## config.mk

```make
export PLATFORM = sky130hd
export DESIGN_NAME = pio_cycle_seq
export DESIGN_NICKNAME = d
export VERILOG_FILES = /design/src/rtl/pio_seq_pkg.sv /design/src/rtl/pio_iordy_sync.sv /design/src/rtl/pio_timing_sel.sv /design/src/rtl/pio_phase_ctr.sv /design/src/rtl/pio_cycle_seq.sv
export SDC_FILE = /design/constraint.sdc
export NUM_CORES = 1
export LEC_CHECK = 0
export BUFFER_PORTS_ARGS = -buffer_cell sky130_fd_sc_hd__buf_2
export CORE_ASPECT_RATIO = 0.75
export CORE_MARGIN = 2
export CORE_UTILIZATION = 53
export DETAILED_ROUTE_END_ITERATION = 8
export GPL_TIMING_DRIVEN = 0
export PLACE_DENSITY_LB_ADDON = 0.08
export SYNTH_ARGS = -nofsm -noshare
export SYNTH_HDL_FRONTEND = slang
export SYNTH_HIERARCHICAL = 1
export SYNTH_SLANG_ARGS = --single-unit
```

## constraint.sdc

```tcl
create_clock -name clk -period 6.7 [get_ports clk]
set_input_delay 1.005 -clock clk [delete_from_list [all_inputs] [get_ports clk]]
set_output_delay 1.005 -clock clk [all_outputs]
set_load 0.01 [all_outputs]
```

## src/rtl/pio_seq_pkg.sv

```systemverilog
package pio_seq_pkg;

    localparam int FIELD_W = 8;

    typedef enum logic [2:0] {
        ST_IDLE,
        ST_SETUP,
        ST_STROBE,
        ST_STALL,
        ST_HOLD,
        ST_FINISH,
        ST_RECOVER
    } pio_state_e;

    // Packed MSB first: recovery, hold, pulse, setup
    typedef struct packed {
        logic [FIELD_W-1:0] teoc;
        logic [FIELD_W-1:0] t4;
        logic [FIELD_W-1:0] t2;
        logic [FIELD_W-1:0] t1;
    } pio_timing_t;

endpackage

```

## src/rtl/pio_iordy_sync.sv

```systemverilog
module pio_iordy_sync #(
    parameter int STAGES = 2
) (
    input  logic clk,
    input  logic rst_n,
    input  logic async_in,
    output logic sync_out
);
    logic [STAGES-1:0] chain;

    always_ff @(posedge clk) begin
        if (!rst_n) chain <= '1;
        else        chain <= {chain[STAGES-2:0], async_in};
    end

    assign sync_out = chain[STAGES-1];
endmodule

```

## src/rtl/pio_timing_sel.sv

```systemverilog
module pio_timing_sel
    import pio_seq_pkg::*;
#(
    parameter int NDEV  = 2,
    parameter int DEV_W = $clog2(NDEV)
) (
    input  logic [31:0]            cmd_word,
    input  logic [NDEV-1:0][31:0]  fast_words,
    input  logic [NDEV-1:0]        fast_en,
    input  logic                   rdy_en_cmd,
    input  logic [NDEV-1:0]        rdy_en_fast,
    input  logic [DEV_W-1:0]       dev,
    output pio_timing_t            timing,
    output logic                   rdy_en
);
    always_comb begin
        if (fast_en[dev]) begin
            timing = pio_timing_t'(fast_words[dev]);
            rdy_en = rdy_en_fast[dev];
        end else begin
            timing = pio_timing_t'(cmd_word);
            rdy_en = rdy_en_cmd;
        end
    end
endmodule

```

## src/rtl/pio_phase_ctr.sv

```systemverilog
module pio_phase_ctr #(
    parameter int W = 8
) (
    input  logic         clk,
    input  logic         rst_n,
    input  logic         load,
    input  logic [W-1:0] load_val,
    output logic         zero
);
    logic [W-1:0] cnt;

    always_ff @(posedge clk) begin
        if (!rst_n)          cnt <= '0;
        else if (load)       cnt <= load_val;
        else if (cnt != '0)  cnt <= cnt - 1'b1;
    end

    assign zero = (cnt == '0);

    a_r5_no_wrap: assert property (@(posedge clk) disable iff (!rst_n)
        ($past(cnt) == '0 && !$past(load)) |-> cnt == '0);
endmodule

```

## src/rtl/pio_cycle_seq.sv

```systemverilog
module pio_cycle_seq
    import pio_seq_pkg::*;
#(
    parameter int NDEV        = 2,
    parameter int DEV_W       = $clog2(NDEV),
    parameter int ADDR_W      = 4,
    parameter int DATA_W      = 16,
    parameter int SYNC_STAGES = 2
) (
    input  logic                   clk,
    input  logic                   rst_n,
    input  logic                   core_en,
    input  logic                   bus_rst_req,
    input  logic [NDEV-1:0]        fast_en,
    input  logic                   rdy_en_cmd,
    input  logic [NDEV-1:0]        rdy_en_fast,
    input  logic [31:0]            cmd_timing,
    input  logic [NDEV-1:0][31:0]  fast_timing,
    input  logic                   req_valid,
    output logic                   req_ready,
    input  logic                   req_write,
    input  logic [DEV_W-1:0]       req_dev,
    input  logic [ADDR_W-1:0]      req_addr,
    input  logic [DATA_W-1:0]      req_wdata,
    output logic [DATA_W-1:0]      rd_data,
    output logic                   rd_valid,
    output logic                   busy,
    output logic                   ata_rst_n,
    output logic [1:0]             ata_cs_n,
    output logic [ADDR_W-2:0]      ata_da,
    output logic                   ata_dior_n,
    output logic                   ata_diow_n,
    input  logic                   ata_iordy,
    output logic                   ata_dd_oe,
    output logic [DATA_W-1:0]      ata_dd_out,
    input  logic [DATA_W-1:0]      ata_dd_in
);
    localparam int DA_W = ADDR_W - 1;

    pio_state_e   st, st_nxt;
    pio_timing_t  sel_t, tq;
    logic         sel_rdy, rdy_q;
    logic         write_q;
    logic [ADDR_W-1:0] addr_q;
    logic [DATA_W-1:0] wdata_q;
    logic         iordy_s, ph_zero, ph_load, accept, in_strobe, addr_phase;
    logic [FIELD_W-1:0] ph_val;

    pio_iordy_sync #(.STAGES(SYNC_STAGES)) u_sync (
        .clk(clk), .rst_n(rst_n), .async_in(ata_iordy), .sync_out(iordy_s)
    );

    pio_timing_sel #(.NDEV(NDEV), .DEV_W(DEV_W)) u_sel (
        .cmd_word(cmd_timing), .fast_words(fast_timing), .fast_en(fast_en),
        .rdy_en_cmd(rdy_en_cmd), .rdy_en_fast(rdy_en_fast), .dev(req_dev),
        .timing(sel_t), .rdy_en(sel_rdy)
    );

    pio_phase_ctr #(.W(FIELD_W)) u_ctr (
        .clk(clk), .rst_n(rst_n), .load(ph_load), .load_val(ph_val), .zero(ph_zero)
    );

    assign accept = req_valid && req_ready;

    // Next state and phase-counter loading
    always_comb begin
        st_nxt  = st;
        ph_load = 1'b0;
        ph_val  = '0;
        unique case (st)
            ST_IDLE: if (accept) begin
                st_nxt = ST_SETUP; ph_load = 1'b1; ph_val = sel_t.t1;
            end
            ST_SETUP: if (ph_zero) begin
                st_nxt = ST_STROBE; ph_load = 1'b1; ph_val = tq.t2;
            end
            ST_STROBE: if (ph_zero) begin
                if (rdy_q && !iordy_s) st_nxt = ST_STALL;
                else begin st_nxt = ST_HOLD; ph_load = 1'b1; ph_val = tq.t4; end
            end
            ST_STALL: if (iordy_s) begin
                st_nxt = ST_HOLD; ph_load = 1'b1; ph_val = tq.t4;
            end
            ST_HOLD: if (ph_zero) st_nxt = ST_FINISH;
            ST_FINISH: begin
                st_nxt = ST_RECOVER; ph_load = 1'b1; ph_val = tq.teoc;
            end
            ST_RECOVER: if (ph_zero) st_nxt = ST_IDLE;
            default: st_nxt = ST_IDLE;
        endcase
    end

    // State register, request latch and read capture
    always_ff @(posedge clk) begin
        if (!rst_n) begin
            st       <= ST_IDLE;
            tq       <= '0;
            rdy_q    <= 1'b0;
            write_q  <= 1'b0;
            addr_q   <= '0;
            wdata_q  <= '0;
            rd_data  <= '0;
            rd_valid <= 1'b0;
        end else begin
            st       <= st_nxt;
            rd_valid <= 1'b0;
            if (accept) begin
                tq      <= sel_t;
                rdy_q   <= sel_rdy;
                write_q <= req_write;
                addr_q  <= req_addr;
                wdata_q <= req_wdata;
            end
            if (in_strobe && st_nxt == ST_HOLD && !write_q) begin
                rd_data  <= ata_dd_in;
                rd_valid <= 1'b1;
            end
        end
    end

    // Outputs decoded from state
    always_comb begin
        in_strobe  = (st == ST_STROBE) || (st == ST_STALL);
        addr_phase = (st == ST_SETUP) || in_strobe || (st == ST_HOLD);
        ata_dior_n = !(in_strobe && !write_q);
        ata_diow_n = !(in_strobe && write_q);
        ata_cs_n   = addr_phase ? (addr_q[ADDR_W-1] ? 2'b01 : 2'b10) : 2'b11;
        ata_da     = addr_phase ? addr_q[DA_W-1:0] : '0;
        ata_dd_oe  = addr_phase && write_q;
        ata_dd_out = wdata_q;
        busy       = (st != ST_IDLE);
        req_ready  = (st == ST_IDLE) && core_en;
        ata_rst_n  = !bus_rst_req;
    end

    a_r6_busy_from_accept: assert property (@(posedge clk) disable iff (!rst_n)
        $rose(busy) |-> $past(req_valid && req_ready));
    a_r11_no_start_disabled: assert property (@(posedge clk) disable iff (!rst_n)
        (!core_en && st == ST_IDLE) |=> st == ST_IDLE);
    a_r3_addr_stable: assert property (@(posedge clk) disable iff (!rst_n)
        (ata_cs_n != 2'b11 && $past(ata_cs_n) != 2'b11) |-> ($stable(ata_da) && $stable(ata_cs_n)));
    a_r4_one_strobe: assert property (@(posedge clk) disable iff (!rst_n)
        $countones({~ata_dior_n, ~ata_diow_n}) <= 1);
    a_r7_no_drive_on_read: assert property (@(posedge clk) disable iff (!rst_n)
        !ata_dior_n |-> !ata_dd_oe);
    a_r8_capture_at_rise: assert property (@(posedge clk) disable iff (!rst_n)
        rd_valid |-> ($past(!ata_dior_n) && ata_dior_n));
    a_r9_stall_waits: assert property (@(posedge clk) disable iff (!rst_n)
        (st == ST_STALL && !iordy_s) |=> st == ST_STALL);
    a_r10_stall_enabled: assert property (@(posedge clk) disable iff (!rst_n)
        (st == ST_STALL) |-> rdy_q);
endmodule

```

== After elaboration in Yosys (flattened, before gate mapping) ==
Cells that the tools add are included.

* Flip-flop bits (word level): 76
* Latch bits: 0
* Bits in writable memories: 0
* Bits in read-only memories: 0
* Input port bits: 145
* Output and inout port bits: 44
* Word-level logic and storage cells: 76
* Memories kept: 0

* Add/sub/neg operators: 1
* Multiply operators: 0
* Div/mod/pow operators: 0
* Magnitude comparators: 1
* Equal/unequal tests: 7
* Shift operators: 0
* Mux-type cells: 34
* Bitwise operators: 0
* Reductions and logical operators: 21

{| class="wikitable"
|+ Operators with widths
! cell !! number
|-
| two-way mux 32 bit || 3
|-
| two-way mux 8 bit || 7
|-
| case mux 8 bit (5 select lines) || 1
|-
| two-way mux 3 bit || 8
|-
| case mux 3 bit (7 select lines) || 1
|-
| equality test 3 bit (second input constant) || 4
|-
| two-way mux 1 bit || 11
|-
| logical AND 1 bit || 8
|-
| logical NOT 8 bit || 1
|-
| nonzero test 8 bit || 1
|-
| subtractor 8 x 1 -> 8 bit (second input constant) || 1
|-
| equality test 3 x 2 -> 1 bit (second input constant) || 2
|-
| logical NOT 1 bit || 5
|-
| case mux 1 bit (5 select lines) || 1
|-
| two-way mux 2 bit || 2
|-
| equality test 3 x 1 -> 1 bit (second input constant) || 1
|-
| logical NOT 3 bit || 1
|-
| logical OR 1 bit || 3
|-
| nonzero test 3 bit || 1
|-
| < comparator 1 x 2 -> 1 bit (second input constant) || 1
|-
| nonzero test 2 bit || 1
|}

== Longest topological paths before layout ==
* Word-level depth: 9
* Gate-level depth with buffers: 10
* Mapped depth without buffers: 9

== Cells and area by module ==
The synthesis kept the hierarchy.

{| class="wikitable"
|+ Modules (own cells, without submodules)
! module !! times used !! cells each !! area an instance (µm²) !! sequential area each (µm²)
|-
| pio_cycle_seq || 1 || 359 || 3,035.4 || 1,321.3
|-
| pio_timing_sel || 1 || 111 || 1,146.1 || 0.0
|-
| pio_phase_ctr || 1 || 51 || 457.9 || 160.2
|-
| pio_iordy_sync || 1 || 4 || 52.6 || 40.0
|}

== Least setup slack after synthesis ==
No wires, ideal clock.

* Kind: input to register
* Start: input port req_valid
* End: register u_ctr.cnt[3]
* Setup time: 0.087 ns
* Arrival time: 2.306 ns
* Required time: 6.613 ns
* Slack: 4.307 ns
* Cell stages on the path: 7
* Buffers on the path: 1
* Path through: nand2_1 -> clkbuf_1 -> nor2_2 -> a211o_1 -> inv_1 -> nand2_1 -> o31ai_1

* Cells in the longest elaborated chain, start to end: 4
* Elaborated cells on any way between the ends: 7
* Classes of those cells: 5 x mux; 2 x reduce/logical

{| class="wikitable"
|+ RTL lines
! item !! RTL line !! RTL
|-
| start, declared || pio_cycle_seq.sv:19 || <nowiki>input logic req_valid,</nowiki>
|-
| logical AND 1 bit (*) || pio_cycle_seq.sv:63 || <nowiki>assign accept = req_valid && req_ready;</nowiki>
|-
| two-way mux 1 bit (*) || pio_cycle_seq.sv:71 || <nowiki>ST_IDLE: if (accept) begin</nowiki>
|-
| case mux 1 bit (5 select lines) (*) || pio_cycle_seq.sv:70 || <nowiki>unique case (st)</nowiki>
|-
| net ph_load || pio_cycle_seq.sv:46 || <nowiki>logic iordy_s, ph_zero, ph_load, accept, in_strobe, addr_phase;</nowiki>
|-
| two-way mux 8 bit / nonzero test 2 bit (equally long branches) || -- ||
|-
| end signal, assigned || pio_phase_ctr.sv:14 || <nowiki>else if (load) cnt <= load_val;</nowiki>
|-
| end signal, assigned || pio_phase_ctr.sv:15 || <nowiki>else if (cnt != '0) cnt <= cnt - 1'b1;</nowiki>
|-
| end, declared || pio_phase_ctr.sv:10 || <nowiki>logic [W-1:0] cnt;</nowiki>
|}

The timed path passes the listed nets; every way through them passes the cells marked *.
A chain may end at the register's enable or synchronous reset.

== Final worst setup path ==
* Start: register u_ctr.cnt[0]
* End: register u_ctr.cnt[4]

* Cells in the longest elaborated chain, start to end: 4
* Elaborated cells on any way between the ends: 12
* Classes of those cells: 1 x add/sub; 8 x mux; 3 x reduce/logical

{| class="wikitable"
|+ RTL lines
! item !! RTL line !! RTL
|-
| logical NOT 8 bit (*) || pio_phase_ctr.sv:18 || <nowiki>assign zero = (cnt == '0);</nowiki>
|-
| net ph_zero || pio_cycle_seq.sv:46 ||
|-
| two-way mux 1 bit, on equally long branches || pio_cycle_seq.sv:77, pio_cycle_seq.sv:74 ||
|-
| case mux 1 bit (5 select lines) (*) || pio_cycle_seq.sv:70 ||
|-
| net ph_load || pio_cycle_seq.sv:46 ||
|-
| two-way mux 8 bit / nonzero test 2 bit (equally long branches) || -- ||
|}

The timed path passes the listed nets; every way through them passes the cells marked *. The select of a mux whose other input is x is not followed.

==> results.toml <==
[outcome]
status = "completed"

[place]
dpl_cell_area_um2 = 5750
pre_cts_slack_ns = 3.78
place.gp.congestion = 0.842
hpwl_um = 9880
io_buffers = 185

[cts]
cts_root_buf = "clkbuf_16"
clock-sinks = 76
cts_tree = "built"
postCtsSetupBuffers = 0
cts_buffers = 9
cts.clk_slew.worst_paths_ns = 0.06
cts_resized = 0
clock_latency_ns = 0.34
htree_levels = 3
ctsLongestPathBuffers = 2
ctsHoldBuffers = 0

[detailed_routing]
via_count = 4663
dr.pass1.iters = 4
wl_met1_um = 5590
wl_per_cell_um = 15.5
top_layer = "met4"
post-route-drc-count = 0
drtIter0Drc = 213
dr_wl_met2_um = 5970
final_antenna_net_count = 0
route.met3.wl_um = 1110
avgViaCountPerCell = 5.60
wl_um = 12900

[power]
pwr-share-clk_pct = 31.7
leakage_nw = 2.79
swShare_pct = 33.9
p_sw_uw = 556
p_int_mw = 1.08
p_seq_share_pct = 34.1
p_comb_share_pct = 34.2
ir_worst_vdd_mv = 0.252
power_density_nw_per_um2 = 270

[hold_path]
hold_path.class = "flip-flop to flip-flop"
worstHoldPathCells = 1
hp-start = "u_sync/chain[0]"
holdPathEnd = "u_sync/chain[1]"

[logic_synthesis]
post_synth.cell_area_avg_um2 = 8.94
synthesis.nets = 671
synthCells = 525
synth_seq_cells = 76
async_reset_ff_share_pct = 0
ys_seq_area_share_pct = 32.4
syn_area_um2 = 4690
synth_edf_count = 0
yosys_warnings = 6
yosysUniqueCellTypes = 47
ys.flop_type = "dfxtp_1"

[global_route]
grt_antenna_before_repair = 1
grt.total_usage_pct = 26.9
grt_pass1_vias = 4648
grt_max_degree = 14
grt_overflow = 0
grt_pass1_wl_um = 21200

[timing]
rsz0062_at_grt = "false"
clock-skew-final_ns = 0.00410
fin_tns_setup_ns = 0
slew_violations = 0
timing.final.crit_share_pct = 41.3
worstMarginPinSlew_ns = 0.606
slew_headroom_pct = 59.4
setup_slack_ns = 3.93
fmax_ghz = 0.361
setup_viol = 0
finalHoldViolCount = 0
timing.hold.ws_ns = 0.412
min_period_ns = 2.77

[worst_setup_path]
crit_top_cell = "inv_1"
endpoint_kind = "flip-flop"
crit_required_ns = 6.94
worstReg2RegEnd = "u_ctr/cnt[4]"
crit_chain = "inv_1, ha_1, and4bb_1, buf_6, clkbuf_1, o21a_1, a211o_1, inv_1, nand2_1, o31ai_1"
path_depth = 10
crit_path_top_delay_cell = "dfxtp_1"
crit_path_max_fanout = 13
critical_path.max_stage_delay_ns = 0.39
r2r_cells = 10
arrival_ns = 3.01
path_class = "flip-flop to flip-flop"
regToRegSetupSlack_ns = 3.93
crit_family = "compound AO/OA/AOI/OAI gates"
worst-path-buf-inv = 4
r2r_start = "u_ctr/cnt[0]"
cp-start-kind = "flip-flop"

[floorplanning]
die_x_um = 113
die_area_um2 = 9630
start_util_pct = 55.0
core_area_um2 = 8530
io_pins = 189
die_h_um = 85.5
num_rows = 29

[layout]
utilization_pct = 71.2
fill_cells = 721
final_layout_size_suffix_gt1_share_pct = 31.9
insertedDiodeCount = 0
final_area_um2 = 6070
fin_nets = 867
syn2layout_area_growth_pct = 29.4

[flow_run]
cap_viol_max_count = 0
## cell usage after synthesis, types with 2 or more instances
master | instances | area share (%)
inv_1 | 6 | 0.48
a21boi_1 | 3 | 0.48
buf_4 | 5 | 0.80
o21a_1 | 2 | 0.32
nand3b_1 | 8 | 1.3
nand2b_1 | 5 | 0.67
clkbuf_4 | 2 | 0.32
xnor2_1 | 4 | 0.75
nor3_2 | 2 | 0.43
a21boi_0 | 43 | 6.9
nand2_1 | 48 | 3.8
o31ai_1 | 4 | 0.64
nor3_1 | 2 | 0.21
dfxtp_1 | 76 | 32
a21oi_1 | 11 | 1.2
buf_8 | 3 | 0.96
buf_6 | 3 | 0.72
buf_12 | 4 | 1.7
mux2i_1 | 116 | 25
buf_2 | 6 | 0.64
a221o_1 | 8 | 1.7
clkbuf_1 | 25 | 2.0
and2_1 | 8 | 1.1
nand3_1 | 53 | 5.7
o21ai_0 | 52 | 5.5
nor2_1 | 5 | 0.40
## power by group through the flow
stage / Clock [mW] / Sequential, mW / Combinational, mW
after floorplan: 0 / 0.560 / 0.395
after global placement: 0 / 0.564 / 0.541
after detailed placement: 0 / 0.567 / 0.556
after CTS: 0.523 / 0.558 / 0.560
after global routing: 0.541 / 0.566 / 0.625
final: 0.520 / 0.560 / 0.560
## worst max path at each step
stage,startpoint,end,slack (ns)
3_5_place_dp,core_en,u_ctr/cnt[4],3.78
3_3_place_gp,core_en,u_ctr/cnt[5],3.86
5_1_grt,u_ctr/cnt[3],u_ctr/cnt[1],3.71
2_1_floorplan,req_valid,u_ctr/cnt[3],4.31
6_report,u_ctr/cnt[0],u_ctr/cnt[4],3.93
4_1_cts,st[2],req_ready,3.92
## metal layers
layer	GRT usage [%]	vias to the layer above
li1	-	2288
met1	34.3	2183
met2	45.5	172
met3	6.79	20
met4	7.76	0
met5	0	-
## area by class of cell
| type | instances | area (um^2) | area share (%) |
|---|---|---|---|
| multi-input combinational | 393 | 2810 | 46.2 |
| sequential | 76 | 1520 | 25.1 |
| timing repair buffer | 185 | 926 | 15.3 |
| buffer | 49 | 339 | 5.59 |
| clock buffer | 11 | 243 | 4.00 |
| tap | 108 | 135 | 2.23 |
| clock inverter | 4 | 73.8 | 1.22 |
| inverter | 7 | 26.3 | 0.433 |
## cells by family after synthesis
| family | share of synthesized area, % |
|---|---|
| flip-flops | 32.4 |
| adder cells (fa/ha/maj) | 0.267 |
| multiplexers | 24.7 |
| AO/OA/AOI/OAI | 18.2 |
| AND/OR/NAND/NOR | 15.7 |
| buffers and inverters | 7.79 |
| XOR/XNOR | 0.933 |
## placed cells by master (no fill, tap or decap), drive strengths merged
master  synthesis  final
nand2b          5      5
o21a            2      2
a21oi          11     11
xor2            1      1
xnor2           4      4
nor3            4      4
a211o           1      1
mux2i         116    116
nand4           1      1
buf            22    207
o21ai          52     52
nor2            6      6
o21ba           1      1
o32ai           1      1
nor4            2      2
a311oi          1      1
nor2b           1      1
a221o           8      8
nand3b          8      8
dfxtp          76     76
a32o            1      1
ha              1      1
nand2          48     48
or2             1      1
a21boi         46     46
nand3          53     53
and4bb          1      1
o31ai           4      4
clkinv          0      2
inv             7      7
clkbuf         27     38
nor3b           2      2
o211ai          1      1
a31oi           1      1
nand4b          1      1
bufinv          0      2
and2            8      8
## per-stage QoR
stage                     cells  power (mW)
after floorplan             525       0.955
after global placement      818        1.11
after detailed placement    818        1.12
after CTS                   833        1.64
after global routing        833        1.73
final                       833        1.64
## registers in the layout (all words and copies together), names as in the netlist
| register | cells |
|---|---|
| u_sync/chain | 2 |
| write_q | 1 |
| rd_data | 16 |
| st | 3 |
| addr_q | 4 |
| tq | 24 |
| u_ctr/cnt | 8 |
| rd_valid | 1 |
| ata_dd_out | 16 |
| rdy_q | 1 |
## worst reg2reg max path, delay by kind of cell (launching register included)
kind	cells	cell delay [ns]
compound gates	3	0.91
fa+ha+maj	1	0.28
buf+inv	4	0.70
flops	1	0.39
simple gates	2	0.41
Power figures use the tool's default switching activity.
